==> src/rtl/clkmode_pkg.sv <==
package clkmode_pkg;
    localparam int DIV_W     = 5;
    localparam int MAX_RATIO = 16;
    localparam logic [DIV_W-1:0] DIV_FORCED = DIV_W'(8);

    typedef enum logic [2:0] {
        M_MAIN   = 3'd0,
        M_PLL    = 3'd1,
        M_LOWSPD = 3'd2,
        M_LOWPWR = 3'd3,
        M_OCO    = 3'd4,
        M_OCO_LP = 3'd5,
        M_DIRECT = 3'd6
    } mode_e;

    typedef enum logic [1:0] {
        S_MAIN = 2'd0,
        S_PLL  = 2'd1,
        S_SUB  = 2'd2,
        S_OCO  = 2'd3
    } src_e;

    typedef struct packed {
        mode_e              mode;
        src_e               pfc;
        logic [DIV_W-1:0]   div;
        logic               err;
    } state_t;
endpackage

==> src/rtl/clkmode_divchk.sv <==
module clkmode_divchk #(
    parameter int W         = 5,
    parameter int MAX_RATIO = 16
) (
    input  logic [W-1:0] code,
    output logic         legal
);
    localparam int NEVEN = MAX_RATIO / 2;

    logic [NEVEN-1:0] even_hit;

    for (genvar g = 0; g < NEVEN; g++) begin : g_even
        assign even_hit[g] = (code == W'(2 * (g + 1)));
    end

    assign legal = (|even_hit) || (code == W'(0)) || (code == W'(3));
endmodule

==> src/rtl/clkmode_trans.sv <==
module clkmode_trans
    import clkmode_pkg::*;
(
    input  mode_e       cur,
    input  logic [2:0]  tgt,
    input  logic [1:0]  psel,
    input  logic        main_rdy,
    input  logic        pll_rdy,
    input  logic        sub_rdy,
    input  logic        oco_rdy,
    output logic        move_ok,
    output logic        stop_ok,
    output logic        psel_ok
);
    logic [3:0] rdy_vec;

    assign rdy_vec = {oco_rdy, sub_rdy, pll_rdy, main_rdy};

    always_comb begin
        move_ok = 1'b0;
        unique case (cur)
            M_MAIN: begin
                if (tgt == M_PLL || tgt == M_DIRECT) move_ok = pll_rdy;
                else if (tgt == M_LOWSPD)            move_ok = sub_rdy;
                else if (tgt == M_OCO)               move_ok = oco_rdy;
            end
            M_PLL, M_DIRECT, M_OCO, M_LOWSPD: begin
                move_ok = (tgt == M_MAIN) && main_rdy;
            end
            M_LOWPWR: begin
                move_ok = (tgt == M_LOWSPD) && main_rdy && sub_rdy;
            end
            M_OCO_LP: begin
                move_ok = (tgt == M_OCO) && main_rdy && oco_rdy;
            end
            default: move_ok = 1'b0;
        endcase
    end

    assign stop_ok = (cur == M_LOWSPD) || (cur == M_OCO);

    always_comb begin
        psel_ok = 1'b0;
        if (cur == M_LOWSPD)
            psel_ok = (psel != S_SUB) && rdy_vec[psel];
        else if (cur == M_LOWPWR)
            psel_ok = (psel == S_OCO) && oco_rdy;
    end
endmodule

==> src/rtl/clkmode_route.sv <==
module clkmode_route
    import clkmode_pkg::*;
#(
    parameter int W = 5
) (
    input  mode_e         mode,
    input  logic [W-1:0]  div,
    output src_e          cpu_src,
    output logic [W-1:0]  cpu_div
);
    always_comb begin
        cpu_src = S_MAIN;
        cpu_div = div;
        unique case (mode)
            M_MAIN:             cpu_src = S_MAIN;
            M_PLL:              cpu_src = S_PLL;
            M_OCO, M_OCO_LP:    cpu_src = S_OCO;
            M_LOWSPD, M_LOWPWR: begin
                cpu_src = S_SUB;
                cpu_div = '0;
            end
            M_DIRECT: begin
                cpu_src = S_MAIN;
                cpu_div = '0;
            end
            default: begin
                cpu_src = S_MAIN;
                cpu_div = div;
            end
        endcase
    end
endmodule

==> src/rtl/clkmode_ctrl.sv <==
module clkmode_ctrl
    import clkmode_pkg::*;
(
    input  logic        clk,
    input  logic        rst_n,
    input  logic        main_rdy,
    input  logic        pll_rdy,
    input  logic        sub_rdy,
    input  logic        oco_rdy,
    input  logic        mode_req_vld,
    input  logic [2:0]  mode_req,
    input  logic        pfc_sel_vld,
    input  logic [1:0]  pfc_sel,
    input  logic        main_stop,
    input  logic        div_wr,
    input  logic [4:0]  div_wdata,
    output logic [2:0]  mode,
    output logic [1:0]  cpu_src,
    output logic [4:0]  cpu_div,
    output logic [4:0]  div_code,
    output logic [1:0]  pfc_src,
    output logic        req_err
);
    state_t st_d, st_q;

    logic move_ok, stop_ok, psel_ok, wr_legal;
    src_e cpu_src_w;

    clkmode_trans u_trans (
        .cur      (st_q.mode),
        .tgt      (mode_req),
        .psel     (pfc_sel),
        .main_rdy (main_rdy),
        .pll_rdy  (pll_rdy),
        .sub_rdy  (sub_rdy),
        .oco_rdy  (oco_rdy),
        .move_ok  (move_ok),
        .stop_ok  (stop_ok),
        .psel_ok  (psel_ok)
    );

    clkmode_divchk #(.W(DIV_W), .MAX_RATIO(MAX_RATIO)) u_divchk (
        .code  (div_wdata),
        .legal (wr_legal)
    );

    clkmode_route #(.W(DIV_W)) u_route (
        .mode    (st_q.mode),
        .div     (st_q.div),
        .cpu_src (cpu_src_w),
        .cpu_div (cpu_div)
    );

    logic stop_evt, move_evt, force_div;

    always_comb begin
        st_d     = st_q;
        st_d.err = 1'b0;
        stop_evt = main_stop && stop_ok;
        move_evt = mode_req_vld && !main_stop && move_ok;
        force_div = stop_evt && (st_q.mode == M_LOWSPD) && (st_q.pfc != S_OCO);

        // main clock stop
        if (main_stop) begin
            if (stop_ok)
                st_d.mode = (st_q.mode == M_LOWSPD) ? M_LOWPWR : M_OCO_LP;
            else
                st_d.err = 1'b1;
        end

        // software mode request
        if (mode_req_vld) begin
            if (move_evt) begin
                st_d.mode = mode_e'(mode_req);
                unique case (mode_e'(mode_req))
                    M_MAIN:           st_d.pfc = S_MAIN;
                    M_PLL, M_DIRECT:  st_d.pfc = S_PLL;
                    M_OCO:            st_d.pfc = S_OCO;
                    default:          st_d.pfc = st_q.pfc;
                endcase
            end else begin
                st_d.err = 1'b1;
            end
        end

        // flash clock source request
        if (pfc_sel_vld) begin
            if (psel_ok && !stop_evt && !move_evt)
                st_d.pfc = src_e'(pfc_sel);
            else
                st_d.err = 1'b1;
        end

        // divider
        if (force_div) begin
            st_d.div = DIV_FORCED;
            if (div_wr) st_d.err = 1'b1;
        end else if (div_wr) begin
            if (wr_legal) st_d.div = div_wdata;
            else          st_d.err = 1'b1;
        end
    end

    always_ff @(posedge clk or negedge rst_n) begin
        if (!rst_n) begin
            st_q.mode <= M_MAIN;
            st_q.pfc  <= S_MAIN;
            st_q.div  <= DIV_FORCED;
            st_q.err  <= 1'b0;
        end else begin
            st_q <= st_d;
        end
    end

    assign mode     = st_q.mode;
    assign cpu_src  = cpu_src_w;
    assign div_code = st_q.div;
    assign pfc_src  = st_q.pfc;
    assign req_err  = st_q.err;
endmodule

==> config.mk <==
export PLATFORM = sky130hd
export DESIGN_NAME = clkmode_ctrl
export DESIGN_NICKNAME = d
export VERILOG_FILES = /design/src/rtl/clkmode_pkg.sv /design/src/rtl/clkmode_divchk.sv /design/src/rtl/clkmode_trans.sv /design/src/rtl/clkmode_route.sv /design/src/rtl/clkmode_ctrl.sv
export SDC_FILE = /design/constraint.sdc
export NUM_CORES = 1
export LEC_CHECK = 0
export ABC_AREA = 1
export BUFFER_PORTS_ARGS = -buffer_cell sky130_fd_sc_hd__clkbuf_2
export CAP_MARGIN = 20
export CORE_MARGIN = 2
export CORE_UTILIZATION = 50
export CTS_BUF_LIST = sky130_fd_sc_hd__clkbuf_8
export DETAILED_ROUTE_END_ITERATION = 7
export GPL_ROUTABILITY_DRIVEN = 1
export PLACE_DENSITY = 0.85
export SLEW_MARGIN = 25
export SYNTH_ARGS = -nofsm -noshare
export SYNTH_HDL_FRONTEND = slang
export SYNTH_SLANG_ARGS = --single-unit
==> constraint.sdc <==
create_clock -name clk -period 2.4 [get_ports clk]
set_clock_uncertainty 0.1 [all_clocks]
set_input_delay 0 -clock clk [delete_from_list [all_inputs] [get_ports clk]]
set_output_delay 0 -clock clk [all_outputs]
set_load 0.005 [all_outputs]
==> summary.txt <==
Run status
  – Status: completed

Setup path
  – Critical path capture point type: flop
  – Startpoint types: flop
  – Crit path arrival time: 2270 ps
  – WP data required: 2410 ps
  – Crit Path Max Fanout: 8
  – Reg-to-reg slack, setup: 140 ps
  – Setup Crit Path Kind: reg -> reg

Floorplan
  – Initial core utilization: 0.533
  – Die height: 44.1 um
  – Die W: 44.1 um
  – Core Area: 1510 sq um
  – Die area: 1940 sq um
  – I/O pins: 38
  – Site Rows: 14

Synth
  – Synth Register Bits: 11
  – Syn nets: 150
  – Yosys cell types: 18
  – Gate Count Post-Synth: 130
  – Post-Synthesis Cell Area: 803 sq um
  – Yosys top cell area share: 0.312
  – Yosys warning total: 0
  – Post-synthesis sequential area ratio: 0.344
  – Mean post-synth cell area: 6.18 sq um
  – Area leader, netlist: dfrtp_1
  – Largest cells by area after synthesis: dfrtp_1, nand2_1, nor2_1

Finish
  – Ratio of cells with drive above 1 in the final layout: 0.282
  – Nets@finish: 202
  – Area Growth Syn to Fin: 44.2%
  – ANT cells: 0

Hold path
  – Worst Hold Class: in -> reg

Global routing
  – Overall Global Routing Usage: 0.282
  – First-pass GRT wire length: 3970 um
  – Largest net degree at the start of global routing: 12
  – Initial antenna violation count: 0
  – Grt ovf: 0
  – Vias in the first global route: 963

STA
  – Tmin final: 2260 ps
  – Setup-failing EPs final: 0
  – Final hold vios: 0
  – Hold slack: 5.77 ps
  – Relative slew slack: 0.802
  – Final Max Tran Viols: 0
  – Slew @ Worst Pin: 295 ps
  – Setup TNS Final: 0 ps
  – RSZ-0062 raised after global routing: false
  – Fmax: 443 MHz
  – Fin crit share: 0.940

Routing
  – Drt pass-1 iters: 4
  – Average via count per standard cell: 5.31
  – First-iteration detailed-routing DRC count: 38
  – Wire per inst: 12.6 um
  – DRC viols: 0
  – Routed vias: 1046
  – Final ANT Viol Nets: 0
  – WL final: 2490 um

Power
  – Tot Pwr: 849 uW
  – Pwr Density: 733 nW/um^2
  – VDD IR max: 0.389 mV
  – Static Leak: 0.000663 uW

Clock network
  – Clock root buffer: clkbuf_8
  – Cts repair resizes: 0
  – Clock sinks: 11
  – TritonCTS clock tree: built
  – Clock Tree Buf Depth: 2
  – Htree depth: 1
  – Worst-path clk slew: 50 ps
  – Worst skew pair latency: 240 ps
  – Num CTS Buffers: 3

Placement
  – PortBufs: 37
  – Post-DP HPWL: 1730 um
  – Gpl congestion: 0.869

Run
  – Max Cap Viol: 0
## logic make-up (layout without fill, tap and decap cells)
group	after synthesis	count (layout)	synth area share
flip-flops	11	11	0.344
AND/OR/NAND/NOR	78	78	0.425
AO/OA/AOI/OAI	19	19	0.126
buffers and inverters	22	73	0.104
## stage by stage
step | instances | util | cell area (sq um) | setup slack [ps]
final | 197 | 0.769 | 1160 | 143
after global routing | 197 | 0.769 | 1160 | 63.8
after CTS | 197 | 0.769 | 1160 | 228
after detailed placement | 182 | 0.666 | 1000 | 768
after global placement | 182 | 0.666 | 1000 | 814
after floorplan | 130 | - | 803 | 920
## cell type report
class,instances,area (sq um)
clock buffer,3,41.3
clock inverter,1,3.75
fill,132,348
inverter,21,78.8
multi-input combinational,97,443
sequential,11,277
tap,16,20.0
timing repair buffer,48,295
## flip-flops by register name (all words and copies together) (netlist names)
name	count
req_err	1
div_code	5
mode	3
pfc_src	2
## timing repair
item                                   4_1_cts  5_1_grt
hold buffers                                11        0
setup buffers                                0        0
endpoints found under the hold margin       19        0
## routing by layer
| layer | share of wire | track usage | wire (um) | up-vias |
|---|---|---|---|---|
| li1 | - | - | - | 516 |
| met5 | 0 | 0 | 0 | - |
| met4 | 0.024 | 0.121 | 60 | 0 |
| met2 | 0.53 | 0.544 | 1320 | 48 |
| met1 | 0.38 | 0.295 | 957 | 472 |
| met3 | 0.061 | 0.0490 | 152 | 10 |
## Yosys cell counts
cell,n
inv_1,19
nand3_1,16
nand2_4,1
buf_2,1
nand2_2,2
o211ai_1,1
nor3_1,1
o21ai_0,14
nor2_1,23
a21oi_1,3
nand4_1,2
dfrtp_1,10
nor2_2,3
dfstp_2,1
inv_2,2
or2_2,1
a21oi_2,1
nand2_1,29
## where the power goes
group / total (uW) / leakage (uW) / switching, uW / internal (uW)
registers: 306 / 0.000127 / 67.3 / 238
clock network: 179 / 0.0000269 / 66.9 / 112
logic: 364 / 0.000509 / 205 / 159
total: 849 / 0.000663 / 339 / 510
## worst paths after layout
check / cells after the start / endpoint / from
worst min-delay path: 5 / pfc_src[0] / pfc_sel_vld
worst max-delay path: 10 / req_err / mode[1]
min in group asynchronous: 2 / div_code[0] / rst_n
worst min register to register: 2 / div_code[0] / div_code[0]
max in group asynchronous: 2 / div_code[3] / rst_n
worst max register to register: 10 / req_err / mode[1]
## critical path: stages (launching register included)
cell and delay (ps):
dfrtp_1 470, nand2_1 120, nor2_2 170, inv_2 60
nor2_1 90, o21ai_0 120, nor2_2 170, nand2_2 100
nand2_1 80, nand4_1 70, dlygate4sd3_1 580
## cells in the final DEF, fill, tap and decap left out, drive strengths merged
cell type / instances
nand4: 2
or2: 1
nor2: 26
dlygate4sd3: 11
clkbuf: 40
o21ai: 14
nand3: 16
inv: 22
dfstp: 1
o211ai: 1
nand2: 32
nor3: 1
a21oi: 4
dfrtp: 10
Power figures use the tool's default switching activity.
